==> config.mk <==
export PLATFORM = sky130hd
export DESIGN_NAME = interval_clock
export DESIGN_NICKNAME = d
export VERILOG_FILES = /design/src/rtl/ic_pkg.sv /design/src/rtl/ic_rate_reg.sv /design/src/rtl/ic_prescaler.sv /design/src/rtl/ic_flags.sv /design/src/rtl/interval_clock.sv
export SDC_FILE = /design/constraint.sdc
export NUM_CORES = 1
export LEC_CHECK = 0
export BUFFER_PORTS_ARGS = -buffer_cell sky130_fd_sc_hd__buf_2
export CAP_MARGIN = 20
export CORE_MARGIN = 3
export CORE_UTILIZATION = 50
export CTS_BUF_LIST = sky130_fd_sc_hd__clkbuf_4 sky130_fd_sc_hd__clkbuf_8 sky130_fd_sc_hd__clkbuf_16
export DETAILED_ROUTE_END_ITERATION = 12
export MAX_ROUTING_LAYER = met4
export PLACE_DENSITY = 0.76
export SYNTH_ARGS = -nofsm -noshare
export SYNTH_HDL_FRONTEND = slang
export SYNTH_SLANG_ARGS = --single-unit
==> constraint.sdc <==
create_clock -name clk -period 2.8 [get_ports clk]
set_clock_uncertainty 0.2 [all_clocks]
set_input_delay 0.28 -clock clk [delete_from_list [all_inputs] [get_ports clk]]
set_output_delay 0.28 -clock clk [all_outputs]
set_load 0.02 [all_outputs]
==> src/rtl/ic_pkg.sv <==
package ic_pkg;
  typedef enum logic [1:0] {
    RATE_LINE = 2'd0,
    RATE_10   = 2'd1,
    RATE_100  = 2'd2,
    RATE_1K   = 2'd3
  } rate_code_t;

  localparam int unsigned NUM_RATES = 5;   // four codes plus the 50 Hz line variant
  localparam int unsigned IDX_LINE50 = 4;

  function automatic int unsigned rate_hz(int unsigned idx);
    case (idx)
      0:       return 60;
      1:       return 10;
      2:       return 100;
      3:       return 1000;
      default: return 50;
    endcase
  endfunction
endpackage

==> src/rtl/ic_rate_reg.sv <==
module ic_rate_reg #(
  parameter int ACC_W = 16
) (
  input  logic             clk,
  input  logic             rst,
  input  logic             wr,
  input  logic [ACC_W-1:0] acc,
  output logic [1:0]       sel_q,
  output logic [1:0]       sel_eff
);
  // Code that applies at this edge: the new one when a write is present.
  assign sel_eff = wr ? acc[1:0] : sel_q;

  always_ff @(posedge clk) begin
    if (rst) sel_q <= 2'd0;
    else     sel_q <= sel_eff;
  end
endmodule

==> src/rtl/ic_prescaler.sv <==
module ic_prescaler
  import ic_pkg::*;
#(
  parameter int unsigned SYS_HZ = 6000,
  parameter int unsigned CNT_W  = 10
) (
  input  logic       clk,
  input  logic       rst,
  input  logic       start,
  input  logic       clear,
  input  logic       restart,
  input  logic [1:0] sel_eff,
  input  logic       line_50hz,
  output logic       tick_q
);
  logic [CNT_W-1:0] reload_tab [NUM_RATES];
  logic [CNT_W-1:0] cnt_q;
  logic [CNT_W-1:0] reload;
  logic             run_q;

  for (genvar g = 0; g < NUM_RATES; g++) begin : g_reload
    localparam int unsigned RLD = SYS_HZ / rate_hz(g) - 1;
    assign reload_tab[g] = CNT_W'(RLD);
  end

  always_comb begin
    if (sel_eff == RATE_LINE && line_50hz) reload = reload_tab[IDX_LINE50];
    else                                   reload = reload_tab[sel_eff];
  end

  always_ff @(posedge clk) begin
    if (rst || clear) begin
      run_q  <= 1'b0;
      cnt_q  <= '0;
      tick_q <= 1'b0;
    end else if (start && !run_q) begin
      run_q  <= 1'b1;
      cnt_q  <= reload;
      tick_q <= 1'b0;
    end else if (run_q && restart) begin
      cnt_q  <= reload;
      tick_q <= 1'b0;
    end else if (run_q && cnt_q == '0) begin
      cnt_q  <= reload;
      tick_q <= 1'b1;
    end else if (run_q) begin
      cnt_q  <= cnt_q - 1'b1;
      tick_q <= 1'b0;
    end else begin
      tick_q <= 1'b0;
    end
  end
endmodule

==> src/rtl/ic_flags.sv <==
module ic_flags (
  input  logic clk,
  input  logic rst,
  input  logic start,
  input  logic clear,
  input  logic tick,
  input  logic mask_ld,
  input  logic mask_bit,
  output logic busy_q,
  output logic done_q,
  output logic mask_q,
  output logic irq_q
);
  logic busy_n, done_n, mask_n;

  always_comb begin
    busy_n = busy_q;
    done_n = done_q;
    if (clear) begin
      busy_n = 1'b0;
      done_n = 1'b0;
    end else if (start) begin
      busy_n = 1'b1;
      done_n = 1'b0;
    end else if (tick && busy_q) begin
      busy_n = 1'b0;
      done_n = 1'b1;
    end
    mask_n = mask_ld ? mask_bit : mask_q;
  end

  always_ff @(posedge clk) begin
    if (rst) begin
      busy_q <= 1'b0;
      done_q <= 1'b0;
      mask_q <= 1'b0;
      irq_q  <= 1'b0;
    end else begin
      busy_q <= busy_n;
      done_q <= done_n;
      mask_q <= mask_n;
      irq_q  <= done_n & ~mask_n;
    end
  end
endmodule

==> src/rtl/interval_clock.sv <==
module interval_clock #(
  parameter int unsigned SYS_HZ = 6000,
  parameter int          ACC_W  = 16
) (
  input  logic             clk,
  input  logic             rst,
  input  logic             dout_stb,
  input  logic [ACC_W-1:0] acc_in,
  input  logic             start_pls,
  input  logic             clear_pls,
  input  logic             mask_ld,
  input  logic             mask_bit,
  input  logic             line_50hz,
  output logic [1:0]       rate_sel,
  output logic             busy,
  output logic             done,
  output logic             int_dis,
  output logic             irq,
  output logic             tick
);
  localparam int unsigned CNT_W = $clog2(SYS_HZ / 10 + 1);

  logic [1:0] sel_eff;

  ic_rate_reg #(.ACC_W(ACC_W)) u_rate (
    .clk(clk), .rst(rst), .wr(dout_stb), .acc(acc_in),
    .sel_q(rate_sel), .sel_eff(sel_eff)
  );

  ic_prescaler #(.SYS_HZ(SYS_HZ), .CNT_W(CNT_W)) u_pre (
    .clk(clk), .rst(rst), .start(start_pls), .clear(clear_pls),
    .restart(dout_stb), .sel_eff(sel_eff), .line_50hz(line_50hz),
    .tick_q(tick)
  );

  ic_flags u_flags (
    .clk(clk), .rst(rst), .start(start_pls), .clear(clear_pls),
    .tick(tick), .mask_ld(mask_ld), .mask_bit(mask_bit),
    .busy_q(busy), .done_q(done), .mask_q(int_dis), .irq_q(irq)
  );
endmodule

# Word level (Yosys, flattened, before mapping)
# Memory sizes are Yosys's and may differ from the RTL's.
# Index checks and enable logic that the tools add are counted.
# totals
regBits	18
rom_bits	80
inputBits	24
output_inout_bits	7
wordCells	42
mem_count	1
# op_classes
add_sub_neg	1
order_cmp	1
n_mux	15
bitwise_logic	3
n_reduce_logical	13
# memory_table
name	depth	width	read_ports	rd_ports_with_merged_regs	wr	line_no	text
(name not given)	8	10	1	0	0	ic_prescaler.sv:28	else reload = reload_tab[sel_eff];
# ops
op	n
10-bit two-way mux	7
10-bit zero test	1
10-bit by 1-bit subtractor with 10-bit output, second input constant	1
1-bit two-way mux	7
1-bit logical AND	5
3-bit by 4-bit greater-or-equal comparator with 1-bit output, second input constant	1
4-bit nonzero test	1
2-bit NOT with 3-bit output	1
3-bit OR reduction	1
2-bit zero test	1
2-bit two-way mux	1
2-bit nonzero test	1
2-bit OR reduction	1
1-bit bitwise AND	1
1-bit zero test	1
1-bit logical OR	1
1-bit NOT	1

# Logic depth before layout (Yosys ltp)
# logic_depth
word_depth	9
mapped_depth	6
ltp_nobuf	6

# By module
# A second synthesis with hierarchy kept.
# hier_totals
hier_cells	110
area_unflattened_um2	988.4
# modules_own_cells
module	instances	cells_per_inst	area_per_inst_um2
ic_prescaler	1	92	767.0
ic_flags	1	12	135.1
ic_rate_reg	1	6	86.3

# Worst setup path before layout
# OpenSTA, ideal clock, no wires.
# synth_path
path_type	reg-to-reg
from	reg u_pre.cnt_q[0]
to	reg u_pre.cnt_q[7]
arrival_time_ns	1.866
required_time_ns	2.528
path_slack_ns	0.663
path_stages_with_launch	5
path_buffers	0
synth_period_minus_slack_ns	2.137
cell_sequence	dfxtp_1 or4_4 or4_1 or4b_1 mux2i_1
# synth_via
elab_chain_cells	5
elab_cells_between_ends	8
# synth_lines
item	line_no	text
start, declared	ic_prescaler.sv:17	logic [CNT_W-1:0] cnt_q;
start signal, assigned	ic_prescaler.sv:38	cnt_q <= reload;
start signal, assigned	ic_prescaler.sv:41	cnt_q <= reload;
start signal, assigned	ic_prescaler.sv:44	cnt_q <= reload;
10-bit by 1-bit subtractor with 10-bit output / 10-bit zero test (equally long branches)	ic_prescaler.sv:47, ic_prescaler.sv:43	
10-bit two-way mux / 1-bit logical AND (equally long branches)	ic_prescaler.sv:46, ic_prescaler.sv:43	
10-bit two-way mux	ic_prescaler.sv:43	end else if (run_q && cnt_q == '0) begin
10-bit two-way mux	ic_prescaler.sv:40	end else if (run_q && restart) begin
10-bit two-way mux	ic_prescaler.sv:36	end else if (start && !run_q) begin
# Parallel ways exist; a longest one is shown, timed or not. The select of a mux whose other input is x is not followed.
# A chain may end at the register's enable or synchronous reset.

# Final worst setup path
# Same ends and word-level chain as after synthesis.

==> results_dict.tcl <==
set metrics [dict create \
    ir_drop_uv 457 \
    drt.antenna.violating_nets 0 \
    cts_made_buffers 3 \
    cts_tree "done" \
    synth-async-reset-ratio 0 \
    synthTopCellsByCount "dfxtp_1, nor2_1, nand2_1" \
    ys_types 43 \
    synth_top_flop_cell "dfxtp_1" \
    period_minus_slack_ps 2230 \
    critPathRequiredTime_ps 2830 \
    fill_cells 183 \
    clockRootBuffer "clkbuf_4" \
    final_cells 159 \
    worst-path-max-fanout 5 \
    synth_top_area_share 0.345 \
    cts.sinks 18 \
    syn_area_um2 1040 \
    io_pins 31 \
    critPathSlowestCell "or4_4" \
    fin_nets 166 \
    ys_seq_area_frac 0.345 \
    num_rows 15 \
    synth_edf_count 0 \
    ctsHtreeMaxLevel 1 \
    route.detailed.drc 0 \
    avgSynthCellArea_um2 8.85 \
    grt_max_degree 11 \
    worst_pin_slew_ps 641 \
    dpl.hpwl_um 1790 \
    fmax_mhz 448 \
    placed_area_um2 1110 \
    yosysMostFrequentCell "dfxtp_1" \
    initial_utilization 0.568 \
    drt_pass1_iterations 4 \
    ys_seq_elements 18 \
    relSlewSlack 0.572 \
    synthCells 118 \
    grt_pass1_wl_um 4220 \
    final_cell_area_um2 1140 \
    fp.dieW_um 51.7 \
    routedWlPerCell_um 15.2 \
    grt_overflow 0 \
    core_um2 1840 \
    grt_pass1_vias 891 \
    hold_class "in -> reg" \
    slowest_delay_ps 580 \
    numPortBuffers 16 \
    drive_above_1_share 0.216 \
    leakage_nw 0.482 \
    grt_util_all_layers 0.216 \
    antenna_found_initial 0 \
    n_antenna_cell 0 \
    critPathLaunchType "flop" \
    syn_to_final_growth_pct 9.46 \
    powerDensity_nw_per_um2 469 \
    finalCritPeriodShare 0.797 \
    synth_area_leader_cell "dfxtp_1" \
    cp-end-kind "flop" \
    place_congestion 0.965 \
    die_area_um2 2670 \
    clk_pin_slew_ps 100 \
    num_vias 972 \
    tns_ps 0 \
    cp_cell_sequence "or4_4 -> or4_1 -> or4b_1 -> mux2i_1" \
    finalSetupViolCount 0 \
    cts_resized 0 \
    rsz0062_at_grt "no" \
    drv_cap 0 \
    drt-vias-per-instance 6.11 \
    slew_viol_final 0 \
    critPathArrivalTime_ps 2260 \
    worst-setup-path-type "reg -> reg" \
    synthTopCellsByArea "dfxtp_1, ha_1, mux2i_1" \
    post_cts_buffers 0 \
    run_status "complete, no violations" \
    drt_first_iter_violations 52 \
    die_h_um 51.7 \
    clock_latency_ps 290 \
    hold_viol 0 \
    place_inst 155 \
    synth_nets 148 \
    synth_warnings 0 \
    totalWireLength_um 2420 \
    clockBufferDepth 2 \
]
==> cell families after synthesis <==
logic type / count (synthesis) / synth area share
simple gates: 50 / 0.265
compound gates: 24 / 0.164
flops: 18 / 0.345
buf+inv: 11 / 0.0683
mux: 7 / 0.0695
fa+ha+maj: 6 / 0.0719
xor+xnor: 2 / 0.0168
==> cell usage in the layout, fill, tap and decap left out, types with 3 or more instances in the layout <==
cell,instances
mux2i_1,5
buf_2,16
nor2_1,13
inv_1,7
nand2_1,10
ha_1,6
dfxtp_1,18
a21oi_1,5
clkbuf_4,3
nor3_1,5
==> sequential cells by signal (all words and copies together), names as in the netlist <==
register / count
u_flags.done_q: 1
u_rate.sel_q: 2
u_flags.irq_q: 1
u_pre.run_q: 1
u_pre.cnt_q: 10
u_pre.tick_q: 1
u_flags.mask_q: 1
u_flags.busy_q: 1
==> timing repair <==
action | CTS | global route
hold buffers | 1 | 0
hold endpoints to repair | 3 | 0
endpoints found under the setup margin | 0 | 0
==> per-layer routing <==
layer,track usage,vias to the layer above,part of all wire
met5,-,-,0
met4,0.0480,0,0.0029
met2,0.328,50,0.48
met1,0.287,453,0.44
li1,-,467,-
met3,0.0573,2,0.081
==> final timing paths <==
check	from	to	slack, ps	depth (start not counted)
setup / recovery	u_pre.cnt_q[0]$_SDFFE_PP0P_	u_pre.cnt_q[7]$_SDFFE_PP0P_	570	4
hold reg to reg	u_flags.busy_q$_SDFFE_PP0P_	u_flags.busy_q$_SDFFE_PP0P_	330	2
setup reg to reg	u_pre.cnt_q[0]$_SDFFE_PP0P_	u_pre.cnt_q[7]$_SDFFE_PP0P_	570	4
hold / removal	mask_bit	u_flags.mask_q$_SDFF_PP0_	60	3
==> layout make-up <==
class	count	area (um^2)	share of cell area
timing repair buffer	17	90.1	0.0788
inverter	7	26.3	0.0230
clock buffer	3	22.5	0.0197
sequential	18	360	0.315
tap	25	31.3	0.0274
multi-input combinational	89	613	0.536
==> critical path, delay by kind of cell, from the launching register on <==
family / cells / cell delay (ps)
flops: 1 / 340
mux: 1 / 120
simple gates: 3 / 1510
==> report_power, final <==
group	internal, mW	total, mW	leakage (nW)	switching, mW
clock	0.0501	0.127	0.0138	0.0765
combinational	0.0535	0.129	0.322	0.0757
sequential	0.267	0.281	0.147	0.0136
total	0.371	0.537	0.482	0.166
==> per-stage QoR <==
| stage | util | hold WS [ps] | setup slack (ps) | power [mW] |
|---|---|---|---|---|
| final | 0.622 | 56.4 | 569 | 0.537 |
| after global routing | 0.622 | 60.7 | 459 | 0.571 |
| after CTS | 0.622 | 45.2 | 567 | 0.540 |
| after detailed placement | 0.604 | 304 | 591 | 0.412 |
| after global placement | 0.604 | 288 | 596 | 0.409 |
| after floorplan | - | 152 | 663 | 0.381 |
No activity file was read; power rests on OpenSTA's default activity.
